File: config.mk
export PLATFORM = sky130hd
export DESIGN_NAME = tile_tri_dist
export DESIGN_NICKNAME = d
export VERILOG_FILES = /design/src/rtl/tdist_pkg.sv /design/src/rtl/tdist_route.sv /design/src/rtl/tdist_issue.sv /design/src/rtl/tdist_fifo.sv /design/src/rtl/tile_tri_dist.sv
export SDC_FILE = /design/constraint.sdc
export NUM_CORES = 1
export LEC_CHECK = 0
export ABC_AREA = 1
export BUFFER_PORTS_ARGS = -buffer_cell sky130_fd_sc_hd__buf_2
export CAP_MARGIN = 20
export CORE_AREA = 2 2 306 308
export CTS_CLUSTER_DIAMETER = 50
export DETAILED_ROUTE_END_ITERATION = 10
export DIE_AREA = 0 0 308 310
export GPL_TIMING_DRIVEN = 0
export HOLD_SLACK_MARGIN = 0.06
export MAX_ROUTING_LAYER = met4
export PLACE_DENSITY = 0.66
export SLEW_MARGIN = 0
export SYNTH_ARGS = -nofsm -noshare
export SYNTH_HDL_FRONTEND = slang
export SYNTH_HIERARCHICAL = 1
export SYNTH_SLANG_ARGS = --single-unit
File: constraint.sdc
create_clock -name clk -period 5.5 [get_ports clk]
set_input_delay 0.275 -clock clk [delete_from_list [all_inputs] [get_ports clk]]
set_output_delay 0.275 -clock clk [all_outputs]
set_load 0.005 [all_outputs]
File: src/rtl/tdist_pkg.sv
package tdist_pkg;

   localparam int NQ = 2;

   typedef logic [NQ-1:0] qmask_t;

   // parity of the tile indices picks the owning engine
   function automatic logic tile_owner(input logic tx_lsb, input logic ty_lsb);
      return tx_lsb ^ ty_lsb;
   endfunction

   function automatic qmask_t owner_mask(input logic owner);
      qmask_t m;
      m = '0;
      m[owner] = 1'b1;
      return m;
   endfunction

endpackage

File: src/rtl/tdist_route.sv
module tdist_route
   import tdist_pkg::*;
#(
   parameter int COORD_W   = 12,
   parameter int TILE_LOG2 = 3
) (
   input  logic [COORD_W-1:0] xmin,
   input  logic [COORD_W-1:0] ymin,
   input  logic [COORD_W-1:0] xmax,
   input  logic [COORD_W-1:0] ymax,
   output qmask_t             mask,
   output logic               span
);

   localparam int TIDX_W = COORD_W - TILE_LOG2;

   if (TILE_LOG2 < 1 || TILE_LOG2 >= COORD_W) begin : g_bad_tile
      $error("tdist_route: TILE_LOG2 must lie in 1..COORD_W-1");
   end

   logic [TIDX_W-1:0] tx_lo, tx_hi, ty_lo, ty_hi;
   logic              own;

   assign tx_lo = xmin[COORD_W-1:TILE_LOG2];
   assign tx_hi = xmax[COORD_W-1:TILE_LOG2];
   assign ty_lo = ymin[COORD_W-1:TILE_LOG2];
   assign ty_hi = ymax[COORD_W-1:TILE_LOG2];

   assign span = (tx_lo != tx_hi) || (ty_lo != ty_hi);
   assign own  = tile_owner(tx_lo[0], ty_lo[0]);

   always_comb begin
      if (span) mask = '1;
      else      mask = owner_mask(own);
   end

endmodule

File: src/rtl/tdist_issue.sv
module tdist_issue
   import tdist_pkg::*;
(
   input  logic   clk,
   input  logic   rst_n,
   input  logic   in_valid,
   input  qmask_t mask,
   input  qmask_t q_full,
   output qmask_t push,
   output logic   in_ready
);

   qmask_t sent_q, sent_d, need;
   logic   fire;

   assign need = mask & ~sent_q;

   for (genvar g = 0; g < NQ; g++) begin : g_push
      assign push[g] = in_valid & need[g] & ~q_full[g];
   end

   assign in_ready = &(~need | ~q_full);
   assign fire     = in_valid & in_ready;

   always_comb begin
      if (fire)          sent_d = '0;
      else if (in_valid) sent_d = sent_q | push;
      else               sent_d = sent_q;
   end

   always_ff @(posedge clk) begin
      if (!rst_n) sent_q <= '0;
      else        sent_q <= sent_d;
   end


   sent_persist_chk: assert property (@(posedge clk) disable iff (!rst_n)
      (in_valid && !in_ready) |=> ((sent_q & $past(sent_q)) == $past(sent_q)));

endmodule

File: src/rtl/tdist_fifo.sv
module tdist_fifo #(
   parameter int W     = 56,
   parameter int DEPTH = 8
) (
   input  logic         clk,
   input  logic         rst_n,
   input  logic         push,
   input  logic [W-1:0] wdata,
   output logic         full,
   output logic         out_valid,
   input  logic         out_ready,
   output logic [W-1:0] rdata
);

   localparam int AW = $clog2(DEPTH);

   if (DEPTH < 2 || (1 << AW) != DEPTH) begin : g_bad_depth
      $error("tdist_fifo: DEPTH must be a power of two >= 2");
   end

   logic [W-1:0]  mem [DEPTH];
   logic [AW-1:0] wr_ptr, rd_ptr;
   logic [AW:0]   count;
   logic          pop;

   assign pop       = out_valid & out_ready;
   assign out_valid = (count != '0);
   assign full      = (count == (AW+1)'(DEPTH));
   assign rdata     = mem[rd_ptr];

   always_ff @(posedge clk) begin
      if (push) mem[wr_ptr] <= wdata;
   end

   always_ff @(posedge clk) begin
      if (!rst_n) begin
         wr_ptr <= '0;
         rd_ptr <= '0;
         count  <= '0;
      end else begin
         if (push) wr_ptr <= wr_ptr + 1'b1;
         if (pop)  rd_ptr <= rd_ptr + 1'b1;
         case ({push, pop})
            2'b10:   count <= count + 1'b1;
            2'b01:   count <= count - 1'b1;
            default: count <= count;
         endcase
      end
   end


   no_overflow_chk: assert property (@(posedge clk) disable iff (!rst_n)
      push |-> !full);


   head_hold_chk: assert property (@(posedge clk) disable iff (!rst_n)
      (out_valid && !out_ready) |=> (out_valid && $stable(rdata)));

endmodule

File: src/rtl/tile_tri_dist.sv
module tile_tri_dist
   import tdist_pkg::*;
#(
   parameter int COORD_W    = 12,
   parameter int ID_W       = 8,
   parameter int TILE_LOG2  = 3,
   parameter int FIFO_DEPTH = 8
) (
   input  logic                 clk,
   input  logic                 rst_n,
   input  logic                 in_valid,
   output logic                 in_ready,
   input  logic [COORD_W-1:0]   in_xmin,
   input  logic [COORD_W-1:0]   in_ymin,
   input  logic [COORD_W-1:0]   in_xmax,
   input  logic [COORD_W-1:0]   in_ymax,
   input  logic [ID_W-1:0]      in_id,
   output logic                 q0_valid,
   input  logic                 q0_ready,
   output logic [4*COORD_W-1:0] q0_box,
   output logic [ID_W-1:0]      q0_id,
   output logic                 q1_valid,
   input  logic                 q1_ready,
   output logic [4*COORD_W-1:0] q1_box,
   output logic [ID_W-1:0]      q1_id
);

   localparam int BOX_W   = 4 * COORD_W;
   localparam int ENTRY_W = BOX_W + ID_W;

   if (ID_W < 1) begin : g_bad_id
      $error("tile_tri_dist: ID_W must be positive");
   end

   qmask_t mask, push, full;
   logic   span;
   logic   [ENTRY_W-1:0] entry;
   logic   [ENTRY_W-1:0] head  [NQ];
   logic   [NQ-1:0]      hvalid, hready;

   assign entry = {in_xmin, in_ymin, in_xmax, in_ymax, in_id};

   tdist_route #(
      .COORD_W  (COORD_W),
      .TILE_LOG2(TILE_LOG2)
   ) u_route (
      .xmin(in_xmin),
      .ymin(in_ymin),
      .xmax(in_xmax),
      .ymax(in_ymax),
      .mask(mask),
      .span(span)
   );

   tdist_issue u_issue (
      .clk     (clk),
      .rst_n   (rst_n),
      .in_valid(in_valid),
      .mask    (mask),
      .q_full  (full),
      .push    (push),
      .in_ready(in_ready)
   );

   assign hready = {q1_ready, q0_ready};

   for (genvar g = 0; g < NQ; g++) begin : g_q
      tdist_fifo #(
         .W    (ENTRY_W),
         .DEPTH(FIFO_DEPTH)
      ) u_fifo (
         .clk      (clk),
         .rst_n    (rst_n),
         .push     (push[g]),
         .wdata    (entry),
         .full     (full[g]),
         .out_valid(hvalid[g]),
         .out_ready(hready[g]),
         .rdata    (head[g])
      );
   end

   assign q0_valid = hvalid[0];
   assign q1_valid = hvalid[1];
   assign q0_box   = head[0][ENTRY_W-1:ID_W];
   assign q0_id    = head[0][ID_W-1:0];
   assign q1_box   = head[1][ENTRY_W-1:ID_W];
   assign q1_id    = head[1][ID_W-1:0];


   owner_only_chk: assert property (@(posedge clk) disable iff (!rst_n)
      (push & ~mask) == '0);


   dual_needs_span_chk: assert property (@(posedge clk) disable iff (!rst_n)
      (push[0] && push[1]) |-> span);

endmodule

==> results of run 1 <==
==> stage by stage <==
step	hold WS (ns)	area, um2	power, mW	setup WS [ns]	utilization, %
CTS	0.0611	43100	19.9	2.03	46.6
detailed placement	0.474	39800	14.0	1.93	43.0
floorplan	0.374	36600	11.6	1.39	-
global placement	0.460	39000	13.9	-1.60	42.2
global route	0.0861	43100	20.8	1.82	46.6
finish	0.0907	43100	19.8	1.96	46.6
==> registers in the layout, summed over array words and instances, names as in the netlist, named ones only <==
name               flops
g_q.u_fifo/count       8
g_q.u_fifo/mem       896
g_q.u_fifo/wr_ptr      6
u_issue/sent_q         2
g_q.u_fifo/rd_ptr      6
==> worst register-to-register path, stage by stage, from the launching register on <==
cell	delay, ns
dfxtp_1	0.41
nor4_1	0.11
nor2_2	0.20
inv_1	0.14
or2_2	0.41
nor2_4	0.55
buf_16	0.24
buf_12	0.23
==> cell type report <==
class | count | area share, %
Antenna cell | 3 | 0.0174
Buffer | 160 | 2.11
Clock buffer | 119 | 5.53
Clock inverter | 42 | 0.935
Inverter | 61 | 0.531
Multi-Input combinational cell | 1655 | 18.9
Sequential cell | 924 | 63.7
Tap cell | 1197 | 3.48
Timing Repair Buffer | 258 | 4.81
==> metal layers <==
layer	up-vias	wire, um	track usage (%)
met5	-	0	-
li1	10800	-	-
met1	11500	38800	25.9
met3	149	7380	3.29
met4	0	3090	7.52
met2	929	46100	33.2
==> how the worst max path moves through the flow <==
stage	startpoint	to	slack (ns)	depth (start not counted)
finish	in_ymax[9]	g_q[1].u_fifo/mem[2][21]	1.96	15
global placement	in_ymin[11]	g_q[1].u_fifo/mem[0][17]	-1.60	12
global route	in_ymax[9]	g_q[1].u_fifo/mem[0][21]	1.82	15
floorplan	in_xmin[4]	g_q[1].u_fifo/mem[0][0]	1.39	12
detailed placement	in_ymin[11]	g_q[1].u_fifo/mem[0][17]	1.93	14
CTS	in_ymax[9]	g_q[1].u_fifo/mem[0][21]	2.03	15
==> power breakdown <==
part / internal (mW) / switching, mW / leakage, nW
Sequential: 8.21 / 0.117 / 8.35
Combinational: 1.83 / 3.75 / 5.27
Clock: 3.34 / 2.56 / 1.34
Total: 13.4 / 6.43 / 15.0
==> timing repair <==
| item | 4_1_cts | 5_1_grt |
|---|---|---|
| hold buffers | 51 | 0 |
| setup endpoints to repair | 0 | 0 |
| endpoints found under the hold margin | 768 | 0 |
==> flow_metrics.tcl, run 1 <==
set metrics [dict create \
    status "completed" \
    wl_per_cell_um 21.6 \
    final-setup-viol-count 0 \
    clock_skew_ns 0.0251 \
    drt-total-wl_mm 95.4 \
    min_period_ns 3.54 \
    crit_path_max_fanout 26 \
    clk_pin_slew_worst_paths_ns 0.06 \
    place_congestion 0.806 \
    multiInputGateArea_um2 8130 \
    slowest_delay_ns 0.56 \
    rsz0062_at_grt "false" \
    die_w_um 308 \
    hold_path.startpoint "in_xmax[4]" \
    slew_headroom_pct 25.9 \
    initial_core_util_pct 39.6 \
    cp_cell_sequence "dlygate4sd3_1, buf_2, nor2_1, nor2_1, nor2_1, nand2_1, nor2_1, nand4_1, nand3_1, nor2_2, inv_1, or2_2, nor2_4, buf_16, buf_12" \
    antenna_found_initial 5 \
    start_kind "input port" \
    cts_max_path_buffers 3 \
    io_pins 176 \
    port_buffers 175 \
    fin_nets 3221 \
    reg2reg_to "g_q[1].u_fifo/mem[2][21]" \
    tightest_slew_ns 1.11 \
    cellPowerDensity_nw_per_um2 460 \
    placedCellCount 4204 \
    cts.sinks 924 \
    avgSynthCellArea_um2 13.1 \
    critPathBufInv 5 \
    crit_top_cell "nor2_1" \
    antenna_left 0 \
    max_cap_viol_count 0 \
    core_area_um2 92500 \
    grt_overflow 0 \
    slowest_stage "dlygate4sd3_1" \
    synth_warnings 6 \
    dp_hpwl_mm 64.3 \
    cp_top_family "simple AND/OR/NAND/NOR gates" \
    critPathCaptureType "flop" \
    h-tree-depth 3 \
    firstDrtPassIters 5 \
    final_layout_size_suffix_gt1_share_pct 13.5 \
    fin_cells 4419 \
    postCtsSetupBuffers 0 \
    grt_pass1_vias 22700 \
    hold_viol 0 \
    syn_to_final_growth_pct 17.7 \
    die_area_um2 95500 \
    seqCellArea_um2 27500 \
    post_cts_resized 0 \
    grt_pass1_wl_mm 140 \
    fmax_mhz 283 \
    cts_tree "yes" \
    finalCritPeriodShare_pct 64.3 \
    grt_max_degree 31 \
    grt_use_total_pct 20.4 \
    reg2reg_setup_slack_ns 2.85 \
    fp-row-count 112 \
    slew_viol_final 0 \
    critPathKind "input port to flop" \
    die_h_um 310 \
    mostFrequentLayoutCells "edfxtp_1 (896), nor2_1 (481), nand2_1 (403)" \
    final_common_cell "edfxtp_1" \
    cts-root-buf "clkbuf_16" \
    holdCritPathClass "input port to flop" \
    synthCells 2800 \
    reg2regPathDepth 7 \
    fin_tns_setup_ns 0 \
    dr_total_vias 23400 \
    regToRegStartpoint "g_q[1].u_fifo/count[1]" \
    crit_required_ns 5.83 \
    numCtsBuffers 90 \
    whs_path_depth 1 \
    p_leak_nw 15.0 \
    netlist_area_um2 36600 \
    fillCellCount 8040 \
    syn_nets 2871 \
    drcViolationCount 0 \
    viasPerCell 5.28 \
    clk_latency_ns 0.65 \
    whs_endpoint "g_q[1].u_fifo/mem[7][24]" \
    dr.first_iter.drc_count 2504 \
    cp.arrival_ns 3.87 \
    vdd_drop_max_v 0.000243 \
]
No activity file was read; power rests on OpenSTA's default activity.
==> run 2, diff against run 1 <==
==> constraint.sdc (replaced) <==
create_clock -name clk -period 3.45 [get_ports clk]
set_input_delay 0.1725 -clock clk [delete_from_list [all_inputs] [get_ports clk]]
set_output_delay 0.1725 -clock clk [all_outputs]
set_load 0.005 [all_outputs]
==> flow_metrics.tcl, run 2 (same netlist as run 1, synthesis figures left out) <==
set metrics [dict create \
    seqPwrFrac_pct 41.7 \
    dp_hpwl_mm 64.2 \
    min_period_ns 3.22 \
    p_leak_nw 15.1 \
    status "completed" \
    die_h_um 310 \
    multiInputGateArea_um2 8130 \
    slowest_delay_ns 0.73 \
    initial_core_util_pct 39.6 \
    viasPerCell 5.29 \
    fp-row-count 112 \
    intPower_mw 21.5 \
    cp.arrival_ns 3.55 \
    die_area_um2 95500 \
    p_comb_share_pct 28.1 \
    clk_latency_ns 0.65 \
    h-tree-depth 3 \
    reg2reg_to "g_q[1].u_fifo/mem[4][18]" \
    final_layout_size_suffix_gt1_share_pct 13.8 \
    cts-root-buf "clkbuf_16" \
    clk_pin_slew_worst_paths_ns 0.06 \
    slew_viol_final 0 \
    reg2reg_setup_slack_ns 0.90 \
    p_sw_mw 10.4 \
    grt_overflow 0 \
    hold_viol 0 \
    p_sw_share_pct 32.5 \
    reg_top3 "g_q.u_fifo/mem: 896 flops, g_q.u_fifo/count: 8 flops" \
    drt-total-wl_mm 96.6 \
    setup.worst_path.start "in_xmin[4]" \
    grt_use_total_pct 20.4 \
    wl_per_cell_um 21.8 \
    clock_skew_ns 0.0293 \
    max_cap_viol_count 0 \
    grt_max_degree 32 \
    reg2regPathDepth 6 \
    tightest_slew_ns 1.13 \
    stdcell_area_um2 43300 \
    critPathCaptureType "flop" \
    grt_pass1_wl_mm 141 \
    dr_total_vias 23400 \
    io_pins 176 \
    port_buffers 175 \
    dp_slack_ns -0.00252 \
    start_kind "input port" \
    post_dp_cell_area_um2 39800 \
    cts.sinks 924 \
    finalCritPeriodShare_pct 93.3 \
    fmax_mhz 311 \
    holdCritPathClass "input port to flop" \
    crit_path_max_fanout 31 \
    dr.first_iter.drc_count 2413 \
    drcViolationCount 0 \
    antenna_left 0 \
    clock_power_share_pct 30.2 \
    vdd_drop_max_v 0.000425 \
    slowest_stage "nor2_4" \
    cts_max_path_buffers 3 \
    cellPowerDensity_nw_per_um2 735 \
    core_area_um2 92500 \
    slew_headroom_pct 25.0 \
    fillCellCount 7969 \
    seqCellArea_um2 27500 \
    critPathKind "input port to flop" \
    syn_to_final_growth_pct 18.3 \
    largest_reg_flops 896 \
    mostFrequentLayoutCells "edfxtp_1 (896), nor2_1 (481), nand2_1 (403)" \
    fin_nets 3235 \
    die_w_um 308 \
    final_common_cell "edfxtp_1" \
    crit_required_ns 3.79 \
    cp_cell_sequence "dlygate4sd3_1, buf_2, nand2_1, nand2_2, nor2_1, nand2_1, nor2_2, nand4_1, nand3_1, nor2_2, inv_1, or2_4, nor2_4, buf_12" \
    final-setup-viol-count 0 \
    antenna_found_initial 4 \
    grt_pass1_vias 22600 \
    rsz0062_at_grt "false" \
    place_congestion 0.820 \
    top_register "g_q.u_fifo/mem" \
    crit_end "g_q[1].u_fifo/mem[4][18]" \
    cts_tree "yes" \
    setup_slack_ns 0.231 \
    numCtsBuffers 92 \
    firstDrtPassIters 5 \
    regToRegStartpoint "g_q[1].u_fifo/count[0]" \
]
[run 2: changes by cell type in the layout (fill, tap and decap cells not counted), moves of 3 or more]
cell           before  now
clkbuf_4            0    9
clkbuf_16          91   94
inv_6               5    2
dlygate4sd3_1      51   61
buf_2             233  224
clkbuf_1           98   88
clkinv_2            7   16
clkinv_1           17   20
[run 2: power groups by stage]
stage	logic [mW]	clock network (mW)	registers, mW
after global routing	9.84	10.2	13.3
final	8.96	9.60	13.3
after global placement	8.54	0	13.6
after detailed placement	8.88	0	13.5
after floorplan	4.97	0	13.5
after CTS	9.00	9.74	13.3
[run 2: what timing repair did]
action | CTS | global route
hold buffers | 61 | 0
buffers inserted | 0 | 2
endpoints found under the setup margin | 0 | 83
endpoints found under the hold margin | 923 | 0
resized for setup | 0 | 10
[run 2: how the worst min path moves through the flow]
stage,end,startpoint,cells after the start
after floorplan,g_q[0].u_fifo/mem[0][0],in_id[0],0
after global placement,g_q[1].u_fifo/rd_ptr[0],g_q[1].u_fifo/rd_ptr[0],1
after CTS,g_q[1].u_fifo/mem[6][45],in_xmin[1],2
final,g_q[0].u_fifo/mem[7][0],in_id[0],2
after detailed placement,flop,g_q[1].u_fifo/rd_ptr[0],1
after global routing,g_q[0].u_fifo/mem[2][45],in_xmin[1],2
[run 2: per-layer routing]
metal	global-route usage [%]	vias up	share of wire, %
li1	-	10800	-
met1	26.6	11600	42
met2	33.5	935	49
met3	2.88	123	7.0
met4	6.25	0	2.4
met5	-	-	0
[run 2: layout make-up]
class | count | share of cell area, %
Antenna cell | 1 | 0.00578
Buffer | 160 | 2.10
Clock buffer | 112 | 5.59
Clock inverter | 54 | 1.09
Inverter | 61 | 0.529
Multi-Input combinational cell | 1655 | 18.8
Sequential cell | 924 | 63.4
Tap cell | 1197 | 3.46
Timing Repair Buffer | 270 | 5.05
[run 2: worst max-delay path: cells and delay by family]
| family | cells | cell delay, ns |
|---|---|---|
| buffers and inverters | 4 | 1.31 |
| and+or+nand+nor | 10 | 2.02 |
[run 2: per-stage QoR]
| step | utilization, % | total power, mW | setup TNS (ns) | std cells | hold WS, ns |
|---|---|---|---|---|---|
| floorplan | - | 18.5 | -249.75 | 2800 | 0.271 |
| global placement | 42.2 | 22.1 | -2075.92 | 4172 | 0.459 |
| detailed placement | 43.0 | 22.4 | -0.0311 | 4204 | 0.468 |
| CTS | 46.8 | 32.0 | 0 | 4431 | 0.427 |
| global route | 46.8 | 33.3 | 0 | 4434 | 0.468 |
| finish | 46.8 | 31.8 | 0 | 4434 | 0.460 |
